File: src/rtl/wdt_pkg.sv
package wdt_pkg;
  localparam int ADDR_W = 3;

  // register word addresses
  localparam logic [ADDR_W-1:0] ADR_CTRL   = 3'd0;
  localparam logic [ADDR_W-1:0] ADR_LIMIT  = 3'd1;
  localparam logic [ADDR_W-1:0] ADR_STATUS = 3'd2;
  localparam logic [ADDR_W-1:0] ADR_COUNT  = 3'd3;
  localparam logic [ADDR_W-1:0] ADR_KEY1   = 3'd4;
  localparam logic [ADDR_W-1:0] ADR_KEY2   = 3'd5;

  typedef enum logic [1:0] {
    LK_LOCKED = 2'd0,
    LK_HALF   = 2'd1,
    LK_OPEN   = 2'd2
  } lockState_t;

  // strobes from control to datapath
  typedef struct packed {
    logic wrCtrl;
    logic wrLimit;
    logic wrStatus;
  } wdtStb_t;
endpackage

File: src/rtl/wdt_ctrl.sv
module wdt_ctrl
  import wdt_pkg::*;
#(
  parameter int DATA_W = 16,
  parameter logic [DATA_W-1:0] KEY_A = 16'hBABA,
  parameter logic [DATA_W-1:0] KEY_B = 16'hEB10
) (
  input  logic              clk,
  input  logic              rstN,
  input  logic              busWe,
  input  logic [ADDR_W-1:0] busAddr,
  input  logic [DATA_W-1:0] busWdata,
  output wdtStb_t           stb
);
  lockState_t lockQ, lockD;
  logic isKeyA, isKeyB, isProt;

  assign isKeyA = (busAddr == ADR_KEY1) && (busWdata == KEY_A);
  assign isKeyB = (busAddr == ADR_KEY2) && (busWdata == KEY_B);
  assign isProt = (busAddr == ADR_CTRL) || (busAddr == ADR_LIMIT) ||
                  (busAddr == ADR_STATUS);

  always_comb begin
    lockD = lockQ;
    if (busWe) begin
      if (isKeyA)                        lockD = LK_HALF;
      else if (lockQ == LK_HALF && isKeyB) lockD = LK_OPEN;
      else                               lockD = LK_LOCKED;
    end
  end

  always_comb begin
    stb = '0;
    if (busWe && lockQ == LK_OPEN && isProt) begin
      stb.wrCtrl   = (busAddr == ADR_CTRL);
      stb.wrLimit  = (busAddr == ADR_LIMIT);
      stb.wrStatus = (busAddr == ADR_STATUS);
    end
  end

  always_ff @(posedge clk) begin
    if (!rstN) lockQ <= LK_LOCKED;
    else       lockQ <= lockD;
  end
endmodule

File: src/rtl/wdt_dp.sv
module wdt_dp
  import wdt_pkg::*;
#(
  parameter int DATA_W = 16,
  parameter int CNT_W  = 16
) (
  input  logic              clk,
  input  logic              rstN,
  input  wdtStb_t           stb,
  input  logic [DATA_W-1:0] busWdata,
  input  logic [ADDR_W-1:0] busAddr,
  input  logic              cntTick,
  output logic [DATA_W-1:0] busRdata,
  output logic              timeoutFlag,
  output logic              rstReq
);
  localparam int RD_W = (CNT_W > DATA_W) ? DATA_W : CNT_W;

  logic [1:0]       ctrlQ;
  logic [CNT_W-1:0] limitQ, countQ;
  logic             flagQ, rstReqQ;
  logic             step, hit;

  assign step = ctrlQ[0] && cntTick;
  assign hit  = step && (countQ == limitQ);

  always_ff @(posedge clk) begin
    if (!rstN) begin
      ctrlQ   <= '0;
      limitQ  <= '0;
      countQ  <= '0;
      flagQ   <= 1'b0;
      rstReqQ <= 1'b0;
    end else begin
      if (stb.wrCtrl)  ctrlQ  <= busWdata[1:0];
      if (stb.wrLimit) limitQ <= CNT_W'(busWdata);
      if (step)        countQ <= hit ? '0 : countQ + 1'b1;
      if (hit)                               flagQ <= 1'b1;
      else if (stb.wrStatus && !busWdata[0]) flagQ <= 1'b0;
      if (hit && ctrlQ[1]) rstReqQ <= 1'b1;
    end
  end

  always_comb begin
    busRdata = '0;
    unique case (busAddr)
      ADR_CTRL:   busRdata[1:0] = ctrlQ;
      ADR_LIMIT:  busRdata[RD_W-1:0] = limitQ[RD_W-1:0];
      ADR_STATUS: busRdata[1:0] = {rstReqQ, flagQ};
      ADR_COUNT:  busRdata[RD_W-1:0] = countQ[RD_W-1:0];
      default:    busRdata = '0;
    endcase
  end

  assign timeoutFlag = flagQ;
  assign rstReq      = rstReqQ;
endmodule

File: src/rtl/keyprot_wdt.sv
module keyprot_wdt
  import wdt_pkg::*;
#(
  parameter int DATA_W = 16,
  parameter int CNT_W  = 16,
  parameter logic [DATA_W-1:0] KEY_A = 16'hBABA,
  parameter logic [DATA_W-1:0] KEY_B = 16'hEB10
) (
  input  logic              clk,
  input  logic              rstN,
  input  logic              busWe,
  input  logic [2:0]        busAddr,
  input  logic [DATA_W-1:0] busWdata,
  output logic [DATA_W-1:0] busRdata,
  input  logic              cntTick,
  output logic              timeoutFlag,
  output logic              rstReq
);
  wdtStb_t stb;
  logic [2:0] protStb;

  wdt_ctrl #(.DATA_W(DATA_W), .KEY_A(KEY_A), .KEY_B(KEY_B)) u_ctrl (
    .clk(clk), .rstN(rstN), .busWe(busWe), .busAddr(busAddr),
    .busWdata(busWdata), .stb(stb)
  );

  wdt_dp #(.DATA_W(DATA_W), .CNT_W(CNT_W)) u_dp (
    .clk(clk), .rstN(rstN), .stb(stb), .busWdata(busWdata),
    .busAddr(busAddr), .cntTick(cntTick), .busRdata(busRdata),
    .timeoutFlag(timeoutFlag), .rstReq(rstReq)
  );

  assign protStb = {stb.wrCtrl, stb.wrLimit, stb.wrStatus};
endmodule

File: config.mk
export PLATFORM = sky130hd
export DESIGN_NAME = keyprot_wdt
export DESIGN_NICKNAME = d
export VERILOG_FILES = /design/src/rtl/wdt_pkg.sv /design/src/rtl/wdt_ctrl.sv /design/src/rtl/wdt_dp.sv /design/src/rtl/keyprot_wdt.sv
export SDC_FILE = /design/constraint.sdc
export NUM_CORES = 1
export LEC_CHECK = 0
export BUFFER_PORTS_ARGS = -buffer_cell sky130_fd_sc_hd__buf_2
export CORE_ASPECT_RATIO = 1.2
export CORE_MARGIN = 2
export CORE_UTILIZATION = 35
export DETAILED_ROUTE_END_ITERATION = 16
export PLACE_DENSITY = 0.65
export SYNTH_ARGS = -nofsm -noshare
export SYNTH_HDL_FRONTEND = slang
export SYNTH_SLANG_ARGS = --single-unit
File: constraint.sdc
create_clock -name clk -period 4.55 [get_ports clk]
set_input_delay 0.455 -clock clk [delete_from_list [all_inputs] [get_ports clk]]
set_output_delay 0.455 -clock clk [all_outputs]
set_load 0.01 [all_outputs]
Yosys cells after proc, flatten, opt, wreduce, memory -nomap -nowiden
Cells that the tools add are included.

word-level totals
  bits in registers = 38
  output and inout bits = 18
  input bits = 23

operators by class
  $add $sub $neg = 1
  mux-type cells = 8
  reduce and logical (&&, ||, !) cells = 14
  equal/unequal tests = 10

operators by type and width
  operator                                                          count
  16-bit == test (second input constant)                            2
  14-bit one-hot mux with 2 select lines                            1
  16-bit by 1-bit adder with 16-bit output (second input constant)  1
  16-bit == test                                                    1
  16-bit two-way mux                                                1
  1-bit logical AND                                                 9
  2-bit one-hot mux with 4 select lines                             1
  3-bit by 2-bit == test with 1-bit output (second input constant)  2
  3-bit == test (second input constant)                             2
  2-bit two-way mux                                                 2
  3-bit by 1-bit == test with 1-bit output (second input constant)  1
  3-bit zero test                                                   1
  3-bit two-way mux                                                 1
  2-bit by 1-bit == test with 1-bit output (second input constant)  1
  2-bit == test (second input constant)                             1
  1-bit logical OR                                                  2
  1-bit two-way mux                                                 2
  2-bit nonzero test                                                1
  1-bit zero test                                                   1

Depth between registers and ports, before layout
Gate-level depths: netlist (run 1).

  depth after elaboration = 8
  depth in mapped cells = 7
  gate-level depth less buffers = 6

By module
From an unflattened synthesis (run 1), not the netlist that was laid out.

unflattened totals
  cells, all modules = 242
  area total of the unflattened synthesis = 2268.4 µm²

by module, submodules not included
  module    sequential area each (µm²)  instances  cells an instance  area each (µm²)
  wdt_dp    720.7                       1          220                2082.0
  wdt_ctrl  40.0                        1          22                 186.4

Least setup slack after synthesis (run 1)
Ideal clock, no wire load.

  path kind = input port to output port
  from = input port busAddr[1]
  to = output port busRdata[11]
  stages = 4
  arrival time = 1.205 ns
  required time = 4.095 ns
  path slack = 2.890 ns
  path through = buf_2 -> buf_2 -> mux2i_1 -> nor2_1

on the way
  cells in the longest elaborated chain, start to end = 2

ends and longest elaborated chain
  what                                                                                                  line               text
  start, declared                                                                                       keyprot_wdt.sv:12  input logic [2:0] busAddr,
  3-bit by 2-bit == test with 1-bit output or 3-bit by 1-bit == test with 1-bit output (tied branches)  wdt_dp.sv:46       unique case (busAddr)
  14-bit one-hot mux with 2 select lines *                                                              wdt_dp.sv:46
  end, declared                                                                                         keyprot_wdt.sv:14  output logic [DATA_W-1:0] busRdata,

Every way passes the cells marked *; elsewhere a longest branch is shown, timed or not.

Final worst setup path (run 1)
  from = input port busAddr[1]
  to = output port busRdata[1]

on the way
  cells in the longest elaborated chain, start to end = 2

ends and longest elaborated chain
  what                                                              line
  3-bit by 2-bit == test with 1-bit output (tied with other cells)  wdt_dp.sv:46
  2-bit one-hot mux with 4 select lines *                           wdt_dp.sv:46

Marks and branches as above.

==> results.cfg, run 1 <==
[run_status]
status = finished, final reports clean

[drt]
wl_per_cell_um = 13.4
wl_met3_um = 230
ant_nets = 0
avgViaCountPerCell = 4.83
drt-initial-drc-count = 57
routed.top_layer = met4
routed-via-count = 1803
met1_length_um = 2270
first_pass_iters = 4
wl_met2_um = 2440
drc = 0
routed_wl_um = 4990

[power_and_ir_drop]
leakage_nw = 1.04
total_power_w = 0.000613
pwr_density_cell_mw_per_mm2 = 247
peakVddDrop_mv = 0.165

[synthesis]
synthCells = 253
syn_area_mm2 = 0.00214
ys_seq_area_frac = 0.356
synth_top_family_by_area = simple AND/OR/NAND/NOR gates
synth_top_area_frac = 0.356
synthAdderAreaFrac = 0.00585
synth-simple-area-share = 0.309
synth_edf_count = 0
ys_seq_elements = 38
synth_xor_xnor_area_share = 0.115
synth_compound_area_frac = 0.0984
ys.flop_type = dfxtp_1
netlist_top_cells_area = dfxtp_1, xor2_1, nand2_1, mux2i_1, a21boi_0
syn_nets = 277
avgSynthCellArea_um2 = 8.45
yosysTopAreaCell = dfxtp_1
yosys_warnings = 0
synth_mux_area_frac = 0.0867
async_flop_share = 0
synth.distinct_cells = 40

[layout]
final_common_cell = nand2_1
syn_to_final_growth_pct = 15.9
diodes = 0
nets = 314
final_layout_size_suffix_gt1_frac = 0.230
utilization = 0.415
finalInstanceArea_mm2 = 0.00248
final_cell_mix = nand2_1, buf_2, dfxtp_1

[critical_path]
crit_type = input pin to output pin
crit_end = busRdata[1]
critical_path_required_ns = 4.09
cpMostUsedCell = buf_2
worst-r2r-setup-slack_ns = 2.46
slowest_stage = mux4_2
crit_chain = buf_2 > mux4_2 > nor2b_1 > buf_2
cp-start-kind = input pin
reg2reg_from = u_dp.countQ[7]$_SDFFE_PN0P_
reg2reg_depth = 5
crit_fanout = 23
max_stage_delay_ns = 0.56
timing.rr.end = u_dp.countQ[13]$_SDFFE_PN0P_
crit_arrival_ns = 1.75
cp-end-kind = output pin
crit_start = busAddr[1]

[sta]
worst_pin_slew_ns = 0.737
fmaxAchievable_mhz = 454
finalSetupViolCount = 0
rsz0062_at_grt = no
holdWs_ns = 0.411
slew_violations = 0
post-route-period-util = 0.484
hold_violations = 0
final.setup.tns_ns = 0
finClkSkew_ns = 0.00688
relSlewSlack = 0.509
period_needed_ns = 2.20

[floorplanning]
start_util = 0.358
die_w_um = 75.3
fp-row-count = 31
core_area_mm2 = 0.00597
die_h_um = 89.6
ioPinCount = 41
die_area_mm2 = 0.00675

[run]
timing.max_cap.violations = 0

[global_route]
grt_max_degree = 26
grt_util_all_layers = 0.155
antenna_found_initial = 0
grt_pass1_wl_um = 7940
overflow = 0
grt_pass1_vias = 1702

[clocking]
cts_setup_buffers = 0
cts_buffer_depth = 2
clock_latency_ns = 0.29
cts_tree = done
cts_resized = 0
h-tree-depth = 2
cts_hold_buf = 0
clock_sinks = 38
clock-root-buffer = clkbuf_8
cts_buffers = 5
cts.clk_slew.worst_paths_ns = 0.07

[placement]
hpwl_um = 3840
port-buffer-count = 40
dpl-instance-area_mm2 = 0.00238
place.gp.congestion = 0.818

[min_path]
worstHoldPathType = input pin to flop
whs_path_depth = 3
layer usage:
layer	vias up	GRT usage
met5	-	0
met4	0	0.0383
met3	6	0.0413
met2	32	0.264
met1	836	0.193
li1	929	-
critical path: cells and delay by family:
| kind | cells | cell delay [ns] |
|---|---|---|
| AND/OR/NAND/NOR | 1 | 0.13 |
| multiplexers | 1 | 0.56 |
| buffers and inverters | 2 | 0.59 |
final cells by class:
type	count	area, um^2
multi-input cells	204	1310
repair buffers	40	200
fillers	646	3500
clock buffers	6	82.6
flip-flops and latches	38	761
inverters	1	3.75
clock inverters	2	12.5
well taps	82	103
flip-flops by register name, summed over array words and instances (netlist names):
register	flops
u_ctrl.lockQ	2
u_dp.countQ	16
u_dp.ctrlQ	2
u_dp.limitQ	16
u_dp.rstReq	1
u_dp.timeoutFlag	1
cells by family after synthesis:
kind of cell	count (synthesis)
XOR/XNOR	28
multiplexers	16
AND/OR/NAND/NOR	128
flip-flops	38
buffers and inverters	11
adder cells (fa/ha/maj)	1
AO/OA/AOI/OAI	31
through the flow:
stage / instances / worst slack (ns)
3_5_place_dp: 365 / 2.33
2_1_floorplan: 253 / 2.89
5_1_grt: 373 / 2.26
4_1_cts: 373 / 2.33
6_report: 373 / 2.35
3_3_place_gp: 365 / 2.34
cells in the mapped netlist, types with 2 or more instances:
cell type	instances
nand2_1	50
dfxtp_1	38
xor2_1	27
nor2_1	22
a21boi_0	16
mux2i_1	14
nor2_2	10
nand3_1	9
nor2b_1	6
and3_1	5
buf_2	5
a21oi_1	4
nand4_1	4
nor4_2	4
o21ai_0	4
a21boi_1	3
nand2b_1	3
nor3_1	3
buf_6	2
clkbuf_1	2
mux4_2	2
or3_1	2
report_power, final:
group / switching, W / internal [W]
sequential: 0.00000000000888 / 0.000332
clock: 0.000122 / 0.000122
combinational: 0.0000218 / 0.0000145
worst min-delay path by stage:
stage,startpoint,end,slack [ns]
floorplan,u_dp.ctrlQ[1]$_SDFFE_PN0P_,u_dp.rstReq$_SDFFE_PN0P_,0.43
global placement,u_dp.rstReq$_SDFFE_PN0P_,u_dp.rstReq$_SDFFE_PN0P_,0.45
detailed placement,u_dp.rstReq$_SDFFE_PN0P_,u_dp.rstReq$_SDFFE_PN0P_,0.45
CTS,busWdata[15],u_dp.limitQ[15]$_SDFFE_PN0P_,0.40
global route,busWdata[9],u_dp.limitQ[9]$_SDFFE_PN0P_,0.40
finish,busWdata[11],u_dp.limitQ[11]$_SDFFE_PN0P_,0.41
(Power assumes the default switching activity.)
==> run 2, diff against run 1 <==
ABC_AREA = 1   (was unset)
PLACE_DENSITY = 0.67   (was 0.65)
clock period = 1.99 ns   (was 4.55 ns; I/O delays follow)
==> results.cfg, run 2 <==
[drt]
drt-initial-drc-count = 141
routed-via-count = 2167
first_pass_iters = 4
avgViaCountPerCell = 4.85
wl_per_cell_um = 12.3
ant_nets = 0
routed_wl_um = 5500
drc = 0

[synthesis]
synth.distinct_cells = 30
synth_top_area_frac = 0.356
synth_most_common_cell = nand2_1
netlist_top_cells_area = dfxtp_1, nand2_1, inv_1, o21ai_0, nor2_1
synthCells = 323
yosysTopAreaCell = dfxtp_1
avgSynthCellArea_um2 = 6.61
ys.flop_type = dfxtp_1
ys_seq_elements = 38
ys_seq_area_frac = 0.356
syn_area_mm2 = 0.00214
synth_common_cells = nand2_1, inv_1, dfxtp_1, nor2_1, o21ai_0
syn_nets = 347
yosys_warnings = 0
synth_edf_count = 0
async_flop_share = 0

[power_and_ir_drop]
pwr_density_cell_mw_per_mm2 = 558
peakVddDrop_mv = 0.432
leakage_nw = 1.01

[clocking]
h-tree-depth = 2
clock_sinks = 38
cts_setup_buffers = 0
clock_latency_ns = 0.30
cts_buffer_depth = 2
cts_resized = 0
clock-root-buffer = clkbuf_8
cts_tree = done
cts.clk_slew.worst_paths_ns = 0.07
cts_buffers = 5
cts_hold_buf = 0

[min_path]
worstHoldPathType = input pin to flop
whs_path_depth = 2

[layout]
diodes = 0
final_cell_mix = nand2_1, inv_1, buf_2
nets = 388
syn_to_final_growth_pct = 17.1
final_common_cell = nand2_1
top_regs = u_dp.countQ x16, u_dp.limitQ x16
final_layout_size_suffix_gt1_frac = 0.170

[sta]
relSlewSlack = 0.686
rsz0062_at_grt = no
fmaxAchievable_mhz = 616
worst_pin_slew_ns = 0.470
period_needed_ns = 1.62
post-route-period-util = 0.816
finClkSkew_ns = 0.00421
finalWorstSetupSlack_ns = 0.367
slew_violations = 0
finalSetupViolCount = 0
final.setup.tns_ns = 0
hold_violations = 0

[critical_path]
reg2reg_depth = 7
cp-end-kind = output pin
crit_fanout = 15
crit_type = input pin to output pin
cp-start-kind = input pin
critical_path_required_ns = 1.79
crit_arrival_ns = 1.42

[global_route]
grt_pass1_vias = 2021
grt_util_all_layers = 0.178
grt_max_degree = 24
overflow = 0
antenna_found_initial = 0
grt_pass1_wl_um = 9210

[floorplanning]
die_h_um = 89.6
start_util = 0.358
die_area_mm2 = 0.00675
fp-row-count = 31
ioPinCount = 41
die_w_um = 75.3
core_area_mm2 = 0.00597

[run]
timing.max_cap.violations = 0

[placement]
port-buffer-count = 40
hpwl_um = 4270
dp_slack_ns = 0.372
place.gp.congestion = 0.897

[run_status]
status = finished, final reports clean
## run 2: cell types whose count changed in the layout (fill, tap and decap cells not counted), moves of 7 or more
| cell | change |
|---|---|
| inv_1 | +48 |
| o21ai_0 | +25 |
| a21oi_1 | +18 |
| xor2_1 | -17 |
| a21boi_0 | -16 |
| nand2_1 | +16 |
| mux2i_1 | -14 |
| nor2_1 | +12 |
| o22ai_1 | +11 |
| nor2_2 | -7 |
## run 2: worst max-delay path: stages
cell     delay [ns]
buf_2          0.10
inv_1          0.06
nor3_1         0.27
inv_1          0.30
o21ai_0        0.31
buf_2          0.18
## run 2: kinds of logic (layout without fill, tap and decap cells)
family,count (synthesis),count (layout),share of synthesized area
fa+ha+maj,1,1,0.00586
flops,38,38,0.356
buf+inv,61,103,0.115
simple gates,145,145,0.306
compound gates,65,65,0.163
xor+xnor,13,13,0.0533
## run 2: layer usage
layer / vias up / track usage / wire length, um
li1: 1132 / - / -
met1: 960 / 0.228 / 2490
met2: 54 / 0.284 / 2580
met3: 21 / 0.0290 / 200
met4: 0 / 0.0941 / 222
met5: - / 0 / 0
## run 2: report_power, final
| part | switching, W | internal [W] | leakage [nW] |
|---|---|---|---|
| sequential | 0.000000724 | 0.000761 | 0.306 |
| combinational | 0.0000506 | 0.0000262 | 0.657 |
| clock | 0.000280 | 0.000278 | 0.0472 |
| total | 0.000332 | 0.00107 | 1.01 |
## run 2: final timing paths
check	from	endpoint	slack, ns
worst max-delay path	busAddr[1]	busRdata[2]	0.37
worst min-delay path	busWe	u_ctrl.lockQ[0]$_SDFFE_PN0P_	0.15
worst max register to register	u_dp.ctrlQ[0]$_SDFFE_PN0P_	u_dp.countQ[1]$_SDFFE_PN0P_	0.41
worst min register to register	u_dp.rstReq$_SDFFE_PN0P_	u_dp.rstReq$_SDFFE_PN0P_	0.48
## run 2: through the flow
stage | hold WS, ns | area (um^2) | instances | util | total power, W
floorplan | 0.292 | 2140 | 323 | - | 0.000818
global placement | 0.437 | 2410 | 439 | 0.403 | 0.000855
detailed placement | 0.452 | 2410 | 439 | 0.403 | 0.000856
CTS | 0.140 | 2500 | 447 | 0.419 | 0.00141
global route | 0.159 | 2500 | 447 | 0.419 | 0.00145
finish | 0.146 | 2500 | 447 | 0.419 | 0.00140
## run 2: layout make-up
class,instances,area (um^2)
clock buffers,6,82.6
repair buffers,42,215
well taps,82,103
flip-flops and latches,38,761
multi-input cells,224,1130
clock inverters,2,12.5
inverters,53,199
fillers,663,3470
